## src/rtl/mpx_tgt_pkg.sv

```systemverilog
package mpx_tgt_pkg;

   typedef enum logic [1:0] {
      SZ_BYTE  = 2'd0,
      SZ_WORD  = 2'd1,
      SZ_LONG  = 2'd2,
      SZ_BURST = 2'd3
   } size_code_e;

   typedef struct packed {
      logic       valid;
      size_code_e code;
   } acc_size_t;

   typedef enum logic {
      PH_IDLE = 1'b0,
      PH_BEAT = 1'b1
   } phase_e;

   localparam int BLOCK_BITS = 5;

   function automatic acc_size_t decode_size(input logic [2:0] field);
      acc_size_t s;
      s.valid = 1'b1;
      s.code  = SZ_BYTE;
      casez (field)
         3'b1??:  s.code = SZ_BURST;
         3'b000:  s.code = SZ_BYTE;
         3'b001:  s.code = SZ_WORD;
         3'b010:  s.code = SZ_LONG;
         default: s.valid = 1'b0;
      endcase
      return s;
   endfunction

endpackage

```

## src/rtl/mpx_phase_ctl.sv

```systemverilog
module mpx_phase_ctl
   import mpx_tgt_pkg::*;
#(
   parameter int WAIT_CYC = 0
) (
   input  logic clk,
   input  logic rst_n,
   input  logic cs_n,
   input  logic start_n,
   input  logic frame_n,
   output logic addr_take,
   output logic in_beat,
   output logic beat_rdy,
   output logic beat_last
);

   localparam int CW = (WAIT_CYC > 0) ? $clog2(WAIT_CYC + 1) : 1;

   if (WAIT_CYC < 0) begin : g_bad_wait
      $error("WAIT_CYC must not be negative");
   end

   phase_e ph_q;
   logic   wait_done;

   assign in_beat   = (ph_q == PH_BEAT);
   assign addr_take = (ph_q == PH_IDLE) & ~cs_n & ~start_n;
   assign beat_rdy  = in_beat & wait_done;

   if (WAIT_CYC == 0) begin : g_nowait
      assign wait_done = 1'b1;
      assign beat_last = frame_n;
   end else begin : g_wait
      logic [CW-1:0] wcnt_q;
      logic          last_q;
      logic          first;

      assign first     = (wcnt_q == '0);
      assign wait_done = (wcnt_q == CW'(WAIT_CYC));
      assign beat_last = first ? frame_n : last_q;

      always_ff @(posedge clk or negedge rst_n) begin
         if (!rst_n) begin
            wcnt_q <= '0;
            last_q <= 1'b0;
         end else begin
            if (in_beat && !wait_done) wcnt_q <= wcnt_q + 1'b1;
            else                       wcnt_q <= '0;
            if (in_beat && first)      last_q <= frame_n;
         end
      end

      a_r4_ready_spaced: assert property (@(posedge clk) disable iff (!rst_n)
         beat_rdy |=> !beat_rdy);
   end

   always_ff @(posedge clk or negedge rst_n) begin
      if (!rst_n) begin
         ph_q <= PH_IDLE;
      end else begin
         case (ph_q)
            PH_IDLE: if (addr_take)             ph_q <= PH_BEAT;
            PH_BEAT: if (beat_rdy && beat_last) ph_q <= PH_IDLE;
            default:                            ph_q <= PH_IDLE;
         endcase
      end
   end

   a_r5_idle_after_last: assert property (@(posedge clk) disable iff (!rst_n)
      (beat_rdy && beat_last) |=> !in_beat);

   a_r11_no_take_in_beat: assert property (@(posedge clk) disable iff (!rst_n)
      (in_beat && !(beat_rdy && beat_last)) |=> in_beat || !addr_take);

endmodule

```

## src/rtl/mpx_addr_gen.sv

```systemverilog
module mpx_addr_gen
   import mpx_tgt_pkg::*;
#(
   parameter int ADDR_W = 26,
   parameter int STEP   = 8
) (
   input  logic              clk,
   input  logic              rst_n,
   input  logic              take,
   input  logic [ADDR_W-1:0] d_addr,
   input  logic              advance,
   output logic [ADDR_W-1:0] addr
);

   localparam logic [BLOCK_BITS-1:0] STEP_V = BLOCK_BITS'(STEP);

   if (ADDR_W <= BLOCK_BITS) begin : g_bad_aw
      $error("ADDR_W must exceed the block offset width");
   end
   if (STEP < 1 || STEP > (1 << BLOCK_BITS) || (STEP & (STEP - 1)) != 0) begin : g_bad_step
      $error("STEP must be a power of two no larger than the block");
   end

   logic [ADDR_W-1:0] addr_q;

   always_ff @(posedge clk or negedge rst_n) begin
      if (!rst_n) begin
         addr_q <= '0;
      end else if (take) begin
         addr_q <= d_addr;
      end else if (advance) begin
         addr_q <= {addr_q[ADDR_W-1:BLOCK_BITS], addr_q[BLOCK_BITS-1:0] + STEP_V};
      end
   end

   assign addr = addr_q;

   a_r6_block_kept: assert property (@(posedge clk) disable iff (!rst_n)
      advance |=> addr[ADDR_W-1:BLOCK_BITS] == $past(addr[ADDR_W-1:BLOCK_BITS]));

   a_r2_addr_from_bus: assert property (@(posedge clk) disable iff (!rst_n)
      take |=> addr == $past(d_addr));

endmodule

```

## src/rtl/mpx_data_path.sv

```systemverilog
module mpx_data_path #(
   parameter int DATA_W = 64
) (
   input  logic              in_beat,
   input  logic              beat_rdy,
   input  logic              wr_acc,
   input  logic              size_ok,
   input  logic [DATA_W-1:0] bus_d_in,
   input  logic [DATA_W-1:0] mem_rdata,
   output logic [DATA_W-1:0] bus_d_out,
   output logic              bus_d_oe,
   output logic              mem_wr,
   output logic              mem_rd,
   output logic [DATA_W-1:0] mem_wdata
);

   logic rd_beat;

   assign rd_beat   = in_beat & ~wr_acc;
   assign bus_d_oe  = rd_beat;
   assign bus_d_out = (rd_beat & size_ok) ? mem_rdata : '0;
   assign mem_rd    = beat_rdy & ~wr_acc & size_ok;
   assign mem_wr    = beat_rdy &  wr_acc & size_ok;
   assign mem_wdata = bus_d_in;

   always_comb begin
      a_r8_oe_excl_wr: assert (!(bus_d_oe && mem_wr));
   end

endmodule

```

## src/rtl/mpx_target.sv

```systemverilog
module mpx_target
   import mpx_tgt_pkg::*;
#(
   parameter int DATA_W   = 64,
   parameter int ADDR_W   = 26,
   parameter int WAIT_CYC = 0
) (
   input  logic              clk,
   input  logic              rst_n,
   input  logic              bus_cs_n,
   input  logic              bus_start_n,
   input  logic              bus_frame_n,
   input  logic              bus_write,
   input  logic [DATA_W-1:0] bus_d_in,
   output logic [DATA_W-1:0] bus_d_out,
   output logic              bus_d_oe,
   output logic              bus_ready,
   output logic [ADDR_W-1:0] mem_addr,
   output logic [1:0]        mem_size,
   output logic              mem_wr,
   output logic              mem_rd,
   output logic [DATA_W-1:0] mem_wdata,
   input  logic [DATA_W-1:0] mem_rdata
);

   localparam int SZ_LSB = DATA_W - 3;
   localparam int STEP   = DATA_W / 8;

   if (DATA_W != 32 && DATA_W != 64) begin : g_bad_dw
      $error("DATA_W must be 32 or 64");
   end
   if (ADDR_W > SZ_LSB) begin : g_bad_aw
      $error("address field overlaps the size field");
   end

   logic      take, in_beat, rdy, last, advance;
   acc_size_t size_q;
   logic      wr_q;

   mpx_phase_ctl #(.WAIT_CYC(WAIT_CYC)) u_phase (
      .clk       (clk),
      .rst_n     (rst_n),
      .cs_n      (bus_cs_n),
      .start_n   (bus_start_n),
      .frame_n   (bus_frame_n),
      .addr_take (take),
      .in_beat   (in_beat),
      .beat_rdy  (rdy),
      .beat_last (last)
   );

   assign advance = rdy & ~last;

   always_ff @(posedge clk or negedge rst_n) begin
      if (!rst_n) begin
         size_q <= '0;
         wr_q   <= 1'b0;
      end else if (take) begin
         size_q <= decode_size(bus_d_in[DATA_W-1:SZ_LSB]);
         wr_q   <= bus_write;
      end
   end

   mpx_addr_gen #(.ADDR_W(ADDR_W), .STEP(STEP)) u_addr (
      .clk     (clk),
      .rst_n   (rst_n),
      .take    (take),
      .d_addr  (bus_d_in[ADDR_W-1:0]),
      .advance (advance),
      .addr    (mem_addr)
   );

   mpx_data_path #(.DATA_W(DATA_W)) u_data (
      .in_beat   (in_beat),
      .beat_rdy  (rdy),
      .wr_acc    (wr_q),
      .size_ok   (size_q.valid),
      .bus_d_in  (bus_d_in),
      .mem_rdata (mem_rdata),
      .bus_d_out (bus_d_out),
      .bus_d_oe  (bus_d_oe),
      .mem_wr    (mem_wr),
      .mem_rd    (mem_rd),
      .mem_wdata (mem_wdata)
   );

   assign bus_ready = rdy;
   assign mem_size  = size_q.code;

   a_r7_wr_on_ready: assert property (@(posedge clk) disable iff (!rst_n)
      mem_wr |-> bus_ready);

   a_r8_rd_drives_bus: assert property (@(posedge clk) disable iff (!rst_n)
      mem_rd |-> (bus_ready && bus_d_oe));

   a_r9_unused_silent: assert property (@(posedge clk) disable iff (!rst_n)
      (bus_ready && !size_q.valid) |-> (!mem_wr && !mem_rd && bus_d_out == '0));

   a_r2_addr_held: assert property (@(posedge clk) disable iff (!rst_n)
      (in_beat && !bus_ready) |=> $stable(mem_addr));

   a_r3_size_held: assert property (@(posedge clk) disable iff (!rst_n)
      (in_beat && !(bus_ready && last)) |=> $stable(mem_size));

endmodule

```

## config.mk

```make
export PLATFORM = sky130hd
export DESIGN_NAME = mpx_target
export DESIGN_NICKNAME = d
export VERILOG_FILES = /design/src/rtl/mpx_tgt_pkg.sv /design/src/rtl/mpx_phase_ctl.sv /design/src/rtl/mpx_addr_gen.sv /design/src/rtl/mpx_data_path.sv /design/src/rtl/mpx_target.sv
export SDC_FILE = /design/constraint.sdc
export NUM_CORES = 1
export LEC_CHECK = 0
export ABC_AREA = 1
export BUFFER_PORTS_ARGS = -buffer_cell sky130_fd_sc_hd__buf_4
export CORE_AREA = 3 3 113 115
export CTS_CLUSTER_SIZE = 24
export DETAILED_ROUTE_END_ITERATION = 10
export DIE_AREA = 0 0 116 118
export PLACE_DENSITY_LB_ADDON = 0.12
export RECOVER_POWER = 50
export SLEW_MARGIN = 20
export SYNTH_ARGS = -nofsm -noshare
export SYNTH_HDL_FRONTEND = slang
export SYNTH_HIERARCHICAL = 1
export SYNTH_SLANG_ARGS = --single-unit
```

## constraint.sdc

```tcl
create_clock -name clk -period 1.7 [get_ports clk]
set_input_delay 0.51 -clock clk [delete_from_list [all_inputs] [get_ports clk]]
set_output_delay 0.51 -clock clk [all_outputs]
set_load 0.01 [all_outputs]
```

==> run_results.csv, run 1 <==
group,metric,value,unit
floorplanning,initial_utilization,21.1,%
yosys,ys_seq_elements,31,
grt,grt_pass1_wl,11600,um
yosys,synth_area,2510,sq um
worst_setup_path,crit_path_start_kind,"register",
worst_setup_path,crit_type,"reg2out",
cts,clockRootBuffer,"clkbuf_16",
worst_setup_path,worstSetupStartpoint,"wr_q",
layout,layout.nets,656,
layout,layout_commonest_cell,"buf_4",
cts,clkLatencyLatePin,0.27,ns
sta,layout_setup_ws,-0.104,ns
place,dp_cells,661,
layout,drive_gt1_share,56.8,%
power,power.total,3.11,mW
layout,syn_to_final_growth,59.6,%
yosys,ys_seq_area_share,30.9,%
layout,nFillCells,1290,
power,leakagePower,2.41,nW
yosys,yosysTopAreaCell,"dfrtp_1",
sta,finalHoldViolCount,0,
worst_setup_path,cp.required,1.19,ns
place,place.gp.congestion,0.747,
route,dr.pass1.iters,4,
sta,fin_crit_sh,106,%
cts,clk_path_buf_depth,2,
cts,numCtsBuffers,5,
min_path,min_path_type,"in2async",
worst_setup_path,reg2reg_depth,8,
place,place_area,3880,sq um
route,antenna_left,0,
sta,tns,-4.09,ns
cts,hold_buffers,0,
power,ir_drop,360,uV
layout,regArea,776,sq um
sta,fmax,0.554,GHz
yosys,synthCells,361,
route,wl_met2,3880,um
worst_setup_path,arrival,1.29,ns
yosys,syn-num-nets,495,
grt,track_usage,10.5,%
run_status,violations,"negative setup slack",
layout,final_cell_mix,"buf_4 (212), nand2_1 (94), inv_1 (73)",
run,cap_violations,0,
sta,worstMarginPinSlew,0.814,ns
yosys,ys_top_cells_by_area,"dfrtp_1 (31%), buf_4 (20%), nor2_2 (15%), nand2_1 (14%), inv_1 (11%)",
route,route.top_layer_used,"met4",
power,seqPwrFrac,31.3,%
route,via_count,2506,
layout,diodes,0,
worst_setup_path,r2r_end,"u_addr/addr[3]",
layout,design_area,4010,sq um
sta,rsz0062_at_grt,"true",
run_status,status,"complete, but fails checks",
power,pwr-share-comb,41.2,%
cts,cts_tree,"yes",
floorplanning,die_h,118,um
power,power.internal,2.09,mW
worst_setup_path,r2r_slack,0.25,ns
floorplanning,die_area,13700,sq um
layout,final_cells,670,
grt,grt_pass1_vias,2359,
route,first_iter_violations,48,
power,power_density,774,nW/um^2
sta,finalClockSkew,0.00592,ns
route,dr_wl_met3,1020,um
route,routed_via_density,3.74,
place,portBuffers,223,
power,p_sw,1.02,mW
route,wl_met1,3040,um
yosys,synth_cell_types,13,
sta,finalSetupViolations,64,
grt,grt_max_degree,32,
power,power.share.switching,32.7,%
cts,htree_num_levels,2,
worst_setup_path,end_kind,"output pin",
power,p_clk_share,27.4,%
cts,clock_sink_count,31,
worst_setup_path,cp_max_fo,15,
yosys,post_synth.cell_area_avg,6.96,sq um
floorplanning,die_w,116,um
place,hpwlAfterDp,6640,um
worst_setup_path,cp-endpoint,"bus_d_out[31]",
route,drc,0,
route,routed_wl,8020,um
yosys,yosysWarnings,6,
sta,slew_viol_final,0,
yosys,synth_top_area_share,30.9,%
worst_setup_path,crit-reg2reg-launch,"u_phase/beat_rdy",
route,wl_per_cell,12.0,um
grt,gr-total-overflow,0,
floorplanning,core.rowCount,40,
sta,maxSlewHeadroom,45.8,%
floorplanning,core_area,11900,sq um
grt,antenna_found_initial,0,
cts,clk_pin_slew_worst_paths,0.05,ns
floorplanning,io_pins,294,
sta,period_needed,1.80,ns
layout,multi_input_area,845,sq um
-- worst max-delay path: stages (launching register included) --
cell,delay (ns)
dfrtp_1,0.38
inv_2,0.08
nand3_4,0.13
buf_12,0.20
nor2_2,0.11
buf_4,0.13
-- final cells by class --
type,count,share of cell area (%)
multi-input cells,175,21.1
well taps,147,4.59
flip-flops and latches,31,19.3
clock buffers,7,3.31
repair buffers,233,44.5
inverters,76,7.11
clock inverters,1,0.125
-- power groups by stage --
| stage | combinational (mW) | sequential [mW] | clock, mW |
|---|---|---|---|
| finish | 1.28 | 0.973 | 0.852 |
| global route | 1.41 | 0.997 | 0.910 |
| CTS | 1.31 | 0.976 | 0.893 |
| detailed placement | 1.31 | 0.982 | 0 |
| global placement | 1.31 | 0.977 | 0 |
| floorplan | 0.640 | 1.04 | 0 |
-- cell families after synthesis --
logic type / share of synthesized area (%)
flops: 30.9
compound gates: 0.398
buf+inv: 36.1
simple gates: 32.6
-- flip-flops by register name, summed over array words and instances, names as in the netlist --
| name | flops |
|---|---|
| wr_q | 1 |
| mem_size | 2 |
| u_addr/addr | 26 |
| u_phase/beat_rdy | 1 |
| size_q | 1 |
-- worst min-delay path by stage --
stage                          from              end  slack (ns)  cells after the start
floorplan                     rst_n      mem_size[0]        0.21                      0
global placement    u_addr/addr[15]  u_addr/addr[15]        0.46                      2
detailed placement  u_addr/addr[14]  u_addr/addr[14]        0.46                      2
CTS                           rst_n   u_addr/addr[6]        0.19                      1
global route                  rst_n   u_addr/addr[6]        0.40                      1
finish                        rst_n   u_addr/addr[8]        0.32                      1
-- through the flow --
stage	setup WS [ns]	util (%)	hold WS, ns
2_1_floorplan	0.171	-	0.214
3_3_place_gp	0.139	32.6	0.456
3_5_place_dp	0.137	32.6	0.462
4_1_cts	-0.117	33.9	0.191
5_1_grt	-0.165	33.7	0.404
6_report	-0.104	33.7	0.320
-- routing by layer --
layer	vias up	track usage (%)
met5	-	0
met1	1063	11.5
met4	0	2.39
li1	1267	-
met3	5	3.91
met2	171	18.9
-- cell usage after synthesis --
cell type / number
inv_2: 3
nand2_1: 94
o21ai_0: 1
buf_2: 2
nor2_1: 14
nand3_1: 3
buf_6: 9
nand3_4: 1
nor2_2: 61
dfrtp_1: 31
inv_1: 73
a21oi_1: 1
buf_4: 68
-- repair_timing --
action / in CTS / in global routing
setup endpoints to repair: 62 / 65
endpoints found under the hold margin: 0 / 0
setup buffers: 1 / 0
gates resized for setup: 2 / 7
pin swaps: 0 / 1
Note: power is estimated with default switching activity, not from simulation.
==> run 2: changes to the inputs <==
--- a/config.mk
+++ b/config.mk
@@ -11,6 +11,7 @@
 export CTS_CLUSTER_SIZE = 24
 export DETAILED_ROUTE_END_ITERATION = 10
 export DIE_AREA = 0 0 116 118
+export MAX_ROUTING_LAYER = met4
 export PLACE_DENSITY_LB_ADDON = 0.12
 export RECOVER_POWER = 50
 export SLEW_MARGIN = 20
==> run 2 against run 1 <==
The flow still finishes with violations (negative setup slack). Combinational power about the same. Setup slack about the same. Cell area stayed put. Maximum frequency is essentially flat. Total power hardly changed. Worst hold slack improved by 0.0020 ns. Critical endpoint unchanged. Largest power group unchanged.
==> run_results.csv, run 2 (synthesized netlist as in run 1, its figures left out) <==
group,metric,value,unit
route,routed_wl,8020,um
run_status,violations,"negative setup slack",
floorplanning,die_w,116,um
layout,layout_commonest_cell,"buf_4",
layout,final_util,33.7,%
layout,syn_to_final_growth,59.6,%
sta,maxSlewHeadroom,45.9,%
sta,whs,0.322,ns
power,power_density,775,nW/um^2
cts,numCtsBuffers,5,
layout,design_area,4010,sq um
layout,drive_gt1_share,56.8,%
route,drc,0,
route,via_count,2503,
route,dr.pass1.iters,4,
worst_setup_path,end_kind,"output pin",
run,cap_violations,0,
grt,track_usage,10.8,%
floorplanning,core_area,11900,sq um
sta,fmax,0.555,GHz
layout,layout.nets,656,
route,wl_per_cell,12.0,um
power,power.share.switching,32.7,%
worst_setup_path,crit_type,"reg2out",
cts,clk_pin_slew_worst_paths,0.05,ns
cts,clk_path_buf_depth,2,
worst_setup_path,crit_path_start_kind,"register",
worst_setup_path,cp_max_fo,15,
place,dpl_worst_slack,0.137,ns
grt,antenna_found_initial,0,
grt,grt_pass1_wl,11500,um
route,route.top_layer_used,"met4",
cts,cts_tree,"yes",
layout,final_cell_mix,"buf_4 (212), nand2_1 (94), inv_1 (73)",
place,portBuffers,223,
route,antenna_left,0,
cts,clkLatencyLatePin,0.27,ns
sta,rsz0062_at_grt,"true",
cts,clock_sink_count,31,
power,ir_drop,361,uV
worst_setup_path,cp.required,1.19,ns
power,pwr-share-comb,41.3,%
layout,diodes,0,
min_path,min_path_type,"in2async",
power,p_sw,1.02,mW
floorplanning,die_h,118,um
floorplanning,die_area,13700,sq um
cts,clockRootBuffer,"clkbuf_16",
route,first_iter_violations,49,
power,p_clk_share,27.4,%
route,wl_met2,3880,um
grt,grt_pass1_vias,2366,
grt,gr-total-overflow,0,
power,seqPwrFrac,31.3,%
route,dr_wl_met3,928,um
run_status,status,"complete, but fails checks",
route,wl_met1,3130,um
sta,finalClockSkew,0.00597,ns
sta,finalSetupViolations,64,
worst_setup_path,arrival,1.29,ns
sta,layout_setup_ws,-0.103,ns
place,place_area,3880,sq um
sta,worstMarginPinSlew,0.812,ns
floorplanning,initial_utilization,21.1,%
sta,period_needed,1.80,ns
cts,hold_buffers,0,
power,leakagePower,2.41,nW
place,place.gp.congestion,0.757,
sta,slew_viol_final,0,
route,routed_via_density,3.74,
place,hpwlAfterDp,6640,um
cts,htree_num_levels,2,
power,power.internal,2.09,mW
sta,fin_crit_sh,106,%
floorplanning,core.rowCount,40,
floorplanning,io_pins,294,
power,power.total,3.11,mW
sta,finalHoldViolCount,0,
grt,grt_max_degree,32,
layout,largest_register_ff_count,26,
[run 2: cell counts in the layout (fill, tap and decap cells not counted)]
Identical to the previous run, type by type.
[run 2: layer usage]
metal	vias to the layer above	track usage, %
met5	-	-
met1	1059	12.0
met4	0	2.39
li1	1266	-
met2	173	18.9
met3	5	3.19
[run 2: stage by stage]
stage,cells,TNS [ns]
floorplan,361,0
finish,670,-4.08
CTS,670,-5.16
global route,670,-8.90
global placement,661,0
detailed placement,661,0
[run 2: power groups by stage]
stage | Sequential (mW) | Clock [mW] | Combinational [mW]
CTS | 0.976 | 0.893 | 1.31
finish | 0.974 | 0.851 | 1.28
floorplan | 1.04 | 0 | 0.640
detailed placement | 0.982 | 0 | 1.31
global route | 0.997 | 0.910 | 1.41
global placement | 0.977 | 0 | 1.31
[run 2: worst max-delay path, cell delays in order, from the launching register on]
cell     delay [ns]
dfrtp_1        0.38
inv_2          0.08
nand3_4        0.13
buf_12         0.20
nor2_2         0.11
buf_4          0.13
[run 2: worst paths after layout]
path | startpoint | to | slack [ns] | cells after the start
worst max-delay path | wr_q | bus_d_out[31] | -0.10 | 5
worst min-delay path | rst_n | u_addr/addr[8] | 0.32 | 1
worst max register to register | u_phase/beat_rdy | u_addr/addr[3] | 0.25 | 8
worst min register to register | u_addr/addr[10] | u_addr/addr[10] | 0.47 | 2
max in group asynchronous | rst_n | u_addr/addr[22] | 0.86 | 1
min in group clk | bus_d_in[6] | u_addr/addr[6] | 0.45 | 3
[run 2: layout make-up]
type,instances,area (sq um)
timing repair buffer,233,1780
sequential,31,776
fill,1290,7900
tap,147,184
multi-input combinational,175,845
inverter,76,285
clock inverter,1,5.00
clock buffer,7,133
[run 2: what timing repair did]
item	CTS	global route
buffers inserted	1	0
resized for setup	2	7
endpoints found under the setup margin	62	65
endpoints found under the hold margin	0	0
pin swaps	0	1
